### src/rtl/dram_refresh_sched.sv
module dram_refresh_sched #(
  parameter int unsigned PAUSE_CYC  = 40_000_000,
  parameter int unsigned INIT_CNT   = 8,
  parameter int unsigned REF_PERIOD = 3120,
  parameter int unsigned IDLE_LIMIT = 3_200_000,
  parameter int unsigned CAS_LEAD   = 2,
  parameter int unsigned RAS_W      = 10,
  parameter int unsigned PRE_W      = 6,
  parameter int unsigned MAX_PEND   = 4
) (
  input  logic clk,
  input  logic rst_n,
  input  logic acc_req,
  output logic acc_gnt,
  output logic ras_n,
  output logic cas_n,
  output logic ready
);

  localparam int unsigned CYC = CAS_LEAD + RAS_W + PRE_W;
  localparam int unsigned PW  = $clog2(PAUSE_CYC + 1);
  localparam int unsigned RW  = $clog2(REF_PERIOD + 1);
  localparam int unsigned IW  = $clog2(IDLE_LIMIT + 1);
  localparam int unsigned CW  = $clog2(CYC + 1);
  localparam int unsigned NW  = $clog2(INIT_CNT + 1);
  localparam int unsigned QW  = $clog2(MAX_PEND + 1);

  typedef enum logic [1:0] {S_PAUSE, S_IDLE, S_CBR, S_GNT} st_t;

  st_t          st;
  logic [PW-1:0] pcnt;
  logic [RW-1:0] rcnt;
  logic [IW-1:0] icnt;
  logic [CW-1:0] ccnt;
  logic [NW-1:0] init_left;
  logic [QW-1:0] pend;
  logic          need_init;
  logic          drain;

  wire tick      = (st != S_PAUSE) && (rcnt == RW'(REF_PERIOD - 1));
  wire cyc_end   = (st == S_CBR) && (ccnt == CW'(CYC - 1));
  wire ref_done  = cyc_end && (init_left == '0);
  wire burst_end = cyc_end && (init_left == NW'(1));
  wire at_cap    = (pend == QW'(MAX_PEND));
  wire idle_exp  = (st == S_IDLE || st == S_GNT) && (icnt == IW'(IDLE_LIMIT - 1));

  assign acc_gnt = (st == S_GNT);
  assign cas_n   = !((st == S_CBR) && (ccnt < CW'(CAS_LEAD + RAS_W)));
  assign ras_n   = !((st == S_CBR) && (ccnt >= CW'(CAS_LEAD)) && (ccnt < CW'(CAS_LEAD + RAS_W)));
  assign ready   = (st != S_PAUSE) && !need_init;

  always_ff @(posedge clk) begin
    if (!rst_n) begin
      st        <= S_PAUSE;
      pcnt      <= '0;
      ccnt      <= '0;
      init_left <= '0;
    end else begin
      case (st)
        S_PAUSE: begin
          if (pcnt == PW'(PAUSE_CYC - 1)) st <= S_IDLE;
          else pcnt <= pcnt + 1'b1;
        end
        S_IDLE: begin
          ccnt <= '0;
          if (need_init) begin
            if (init_left == '0) init_left <= NW'(INIT_CNT);
            st <= S_CBR;
          end else if (at_cap || (drain && pend != '0)) st <= S_CBR;
          else if (acc_req) st <= S_GNT;
          else if (pend != '0) st <= S_CBR;
        end
        S_CBR: begin
          ccnt <= ccnt + 1'b1;
          if (cyc_end) begin
            st <= S_IDLE;
            if (init_left != '0) init_left <= init_left - 1'b1;
          end
        end
        default: if (!acc_req) st <= S_IDLE;
      endcase
    end
  end

  always_ff @(posedge clk) begin
    if (!rst_n || st == S_PAUSE) rcnt <= '0;
    else if (tick) rcnt <= '0;
    else rcnt <= rcnt + 1'b1;
  end

  always_ff @(posedge clk) begin
    if (!rst_n || st == S_PAUSE || st == S_CBR) icnt <= '0;
    else if (!idle_exp) icnt <= icnt + 1'b1;
  end

  always_ff @(posedge clk) begin
    if (!rst_n) begin
      pend      <= '0;
      drain     <= 1'b0;
      need_init <= 1'b1;
    end else begin
      if (tick && !ref_done && !at_cap) pend <= pend + 1'b1;
      else if (ref_done && !tick) pend <= pend - 1'b1;
      if (at_cap) drain <= 1'b1;
      else if (pend == '0) drain <= 1'b0;
      if (idle_exp) need_init <= 1'b1;
      else if (burst_end) need_init <= 1'b0;
    end
  end

  p_quiet_pause_r1: assert property (@(posedge clk) disable iff (!rst_n)
    (st == S_PAUSE) |-> (ras_n && cas_n && !acc_gnt && !ready));

  p_init_gate_r2: assert property (@(posedge clk) disable iff (!rst_n)
    (st == S_IDLE && need_init) |=> !acc_gnt);

  p_cas_first_r4: assert property (@(posedge clk) disable iff (!rst_n)
    $fell(ras_n) |-> !cas_n);

  p_grant_quiet_r5: assert property (@(posedge clk) disable iff (!rst_n)
    acc_gnt |-> (ras_n && cas_n));

  p_grant_hold_r5: assert property (@(posedge clk) disable iff (!rst_n)
    (acc_gnt && acc_req) |=> acc_gnt);

  p_pend_cap_r7: assert property (@(posedge clk) disable iff (!rst_n)
    pend <= QW'(MAX_PEND));

  p_drain_block_r7: assert property (@(posedge clk) disable iff (!rst_n)
    (st == S_IDLE && drain && pend != '0) |=> !acc_gnt);

  p_reinit_r8: assert property (@(posedge clk) disable iff (!rst_n)
    idle_exp |=> !ready);

endmodule

### config.mk
export PLATFORM = sky130hd
export DESIGN_NAME = dram_refresh_sched
export DESIGN_NICKNAME = d
export VERILOG_FILES = /design/src/rtl/dram_refresh_sched.sv
export SDC_FILE = /design/constraint.sdc
export NUM_CORES = 1
export LEC_CHECK = 0
export BUFFER_PORTS_ARGS = -buffer_cell sky130_fd_sc_hd__buf_2
export CAP_MARGIN = 30
export CORE_ASPECT_RATIO = 1.75
export CORE_MARGIN = 2
export CORE_UTILIZATION = 50
export DETAILED_ROUTE_END_ITERATION = 10
export GPL_ROUTABILITY_DRIVEN = 0
export PLACE_DENSITY_LB_ADDON = 0.2
export RECOVER_POWER = 100
export SLEW_MARGIN = 20
export SYNTH_ARGS = -nofsm -noshare
export SYNTH_HDL_FRONTEND = slang
export SYNTH_SLANG_ARGS = --single-unit
### constraint.sdc
create_clock -name clk -period 2.55 [get_ports clk]
set_input_delay 0 -clock clk [delete_from_list [all_inputs] [get_ports clk]]
set_output_delay 0 -clock clk [all_outputs]
set_load 0.005 [all_outputs]
==> metrics.txt <==
post-DP HPWL around 5.7 mm; share of cells above drive strength 1 0.0893; critical path depth 10; Final Cycle Share 0.941; number of setup violations in the final report 0; die width 70.2 um; io pins 7; worst hold stages 3; final setup margin about 150 ps; 1st-pass router iterations 4; Hold WS -0.777 ps; cts hold-fix bufs 0; status finished with violations; Critical Path, Cell by Cell inv_1 > ha_1 > nor4bb_1 > and3_1 > and2_1 > nand2_1 > fa_1 > nor3_2 > a211oi_1 > a211oi_1; vias per cell just under 6; Hold Vio Cnt, Final 1; Clk pin slew, worst setup/hold paths ~60 ps; DP Worst Slack 67.7 ps; PortBufs 6; GRT Total Usage 0.205; area of the die 0.00842 sq mm; synthesized area between 0.003 and 0.004 sq mm; worst stage delay on the critical path between 400 and 500 ps; CORE AREA between 0.007 and 0.008 sq mm; most used cell along the critical path a211oi_1; critical path arrival 2650 ps; worst path required time around 2800 ps; Syn Nets roughly 460; Clock Tree Buf Depth 2; crit end category flop; synthesized flop and latch total 76; Area Overhead vs Synth 10.6%; CTS sink count 76; wire per inst between 10 and 15 um; Max Clk Rate about 0.42 GHz; Max IR drop VDD a little over 0.6 mV; number of DRC markers in iteration 0 about 170; family with the most delay on the worst path simple AND/OR/NAND/NOR gates; Worst Setup Path Type flop to flop; DIE HEIGHT roughly 120 um; Hold Path Class primary input to flop; worst slew pin tran about 650 ps; synthesis warning total 0; failing checks negative hold slack; average cell area after synthesis approximately 8.7 sq um; Post-Synthesis Cells 443; Post-CTS Setup Bufs 0; Critical Path Source Type flop; H-tree depth 3; Rel. slew slack 0.553; CP Max Fanout 4; Buf/Inv on CP 1; vias in the first global route approximately 3,100; LEAKAGE approximately 1.4 nW; post-synthesis sequential area ratio 0.396; clk_lat worst skew 340 ps; final wirelength ~8 mm; detailed-route via count 3,166; max_cap viols 0; clock root cell clkbuf_16; cell row count 42; PD cells 611 mW/mm^2; first-pass GRT wire length 14.0 mm; DRT antenna net count 0; r2r worst-path depth 10; unrepaired setup endpoints after global routing no; min cycle time layout roughly 2400 ps; DRC violations left 0; commonest non-fill, non-tap cells in the layout 75 x dfxtp_1, 64 x nor2_1, 35 x nand2_1; Antenna Cells 0; grt ovf 0; Fill cells between 600 and 700; Critical Path Slowest Stage Cell fa_1; setup TNS 0 ps; Yosys cell types 55; CTS tree done; Slew Limit Fails 0; pin count of the biggest net entering global routing 30; initial antenna violation count 0; fin nets 470; starting density of the core 0.511; TritonCTS Buffers 9; Max Clock Skew roughly 6.8 ps; most common cell after layout, fill and taps aside dfxtp_1
-- kinds of logic after synthesis --
logic type / share of synthesized area
adders and majority gates: 0.0443
buffers and inverters: 0.0323
muxes: 0.0238
AOI/OAI and AO/OA: 0.0897
DFF: 0.396
and+or+nand+nor: 0.313
xor gates and xnor gates: 0.100
-- registers in the layout, indices dropped and copies added, names as in the netlist --
register and cells:
drain 1, st 2, icnt 22, ccnt 5
pend 3, need_init 1, pcnt 26, init_left 4
rcnt 12
-- through the flow --
step / hold WS, ps / instance area, sq um / std cells / total power, mW / utilization
floorplan: 349 / 3840 / 443 / 1.24 / -
global route: 37.6 / 4240 / 547 / 2.66 / 0.565
CTS: 5.04 / 4290 / 547 / 2.62 / 0.571
finish: -0.777 / 4240 / 547 / 2.59 / 0.565
detailed placement: 356 / 3970 / 531 / 1.26 / 0.528
global placement: 342 / 3970 / 531 / 1.26 / 0.528
-- per-layer routing --
| metal | global-route usage | wire length (um) |
|---|---|---|
| met3 | 0.0437 | 199 |
| met5 | 0 | 0 |
| met2 | 0.369 | 4270 |
| met1 | 0.226 | 3340 |
| met4 | 0.0913 | 203 |
-- synthesized netlist by cell type, drive strengths merged --
| library cell | count | area share |
|---|---|---|
| nand4bb | 2 | 0.0059 |
| nand2b | 6 | 0.0098 |
| inv | 15 | 0.015 |
| dfxtp | 76 | 0.40 |
| or4 | 5 | 0.011 |
| o211ai | 3 | 0.0059 |
| a211oi | 8 | 0.018 |
| xor2 | 25 | 0.057 |
| a41o | 1 | 0.0026 |
| o21a | 2 | 0.0039 |
| ha | 12 | 0.039 |
| or2 | 5 | 0.0082 |
| nand3b | 2 | 0.0039 |
| a31oi | 5 | 0.0082 |
| mux2 | 1 | 0.0029 |
| nand2 | 35 | 0.036 |
| mux2i | 8 | 0.021 |
| clkbuf | 11 | 0.011 |
| and2 | 3 | 0.0049 |
| or4b | 1 | 0.0036 |
| and4bb | 1 | 0.0033 |
| a31o | 2 | 0.0046 |
| nor4bb | 3 | 0.0078 |
| nor2 | 65 | 0.064 |
| buf | 3 | 0.0068 |
| or4bb | 1 | 0.0029 |
| nor3 | 11 | 0.016 |
| fa | 1 | 0.0052 |
| and4 | 5 | 0.011 |
| nor4 | 12 | 0.023 |
| o31ai | 4 | 0.0078 |
| or3 | 3 | 0.0049 |
| nand4 | 19 | 0.033 |
| o21bai | 1 | 0.0020 |
| and3 | 11 | 0.018 |
| xnor2 | 19 | 0.043 |
| nor4b | 1 | 0.0023 |
| a21oi | 16 | 0.021 |
| a2111oi | 1 | 0.0023 |
| o21ai | 8 | 0.013 |
| and4b | 1 | 0.0026 |
| or3b | 1 | 0.0023 |
| nand3 | 27 | 0.037 |
| nor3b | 1 | 0.0020 |
-- final timing paths --
kind                           start  slack (ps)                   endpoint
setup / recovery  st[1]$_SDFFE_PN0P_         150       pend[2]$_SDFFE_PN0P_
hold / removal                 rst_n        -0.8  init_left[1]$_SDFFE_PN0P_
setup reg to reg  st[1]$_SDFFE_PN0P_         150       pend[2]$_SDFFE_PN0P_
hold reg to reg   drain$_SDFFE_PN0P_         460         drain$_SDFFE_PN0P_
-- area by class of cell --
| type | count | area, sq um | share of cell area |
|---|---|---|---|
| clock buffer | 10 | 229 | 0.0540 |
| clock inverter | 6 | 88.8 | 0.0209 |
| inverter | 15 | 56.3 | 0.0133 |
| multi-input combinational | 338 | 2160 | 0.508 |
| sequential | 76 | 1520 | 0.359 |
| tap | 88 | 110 | 0.0260 |
| timing repair buffer | 14 | 78.8 | 0.0186 |
-- worst register-to-register path: cells and delay by family, from the launching register on --
| kind | cells | cell delay, ps |
|---|---|---|
| buffers and inverters | 1 | 80 |
| AND/OR/NAND/NOR | 5 | 910 |
| flip-flops | 1 | 380 |
| AO/OA/AOI/OAI | 2 | 320 |
| adder cells (fa/ha/maj) | 2 | 610 |
-- power by group --
part	internal [mW]	switching, mW
combinational	0.0113	0.0239
clock	0.857	0.502
sequential	1.19	0.00513
-- what timing repair did --
item                                   CTS  global route
gates resized for setup                  0             2
endpoints found under the hold margin    0             0
setup endpoints to repair                0             1
No activity file was read; power rests on OpenSTA's default activity.
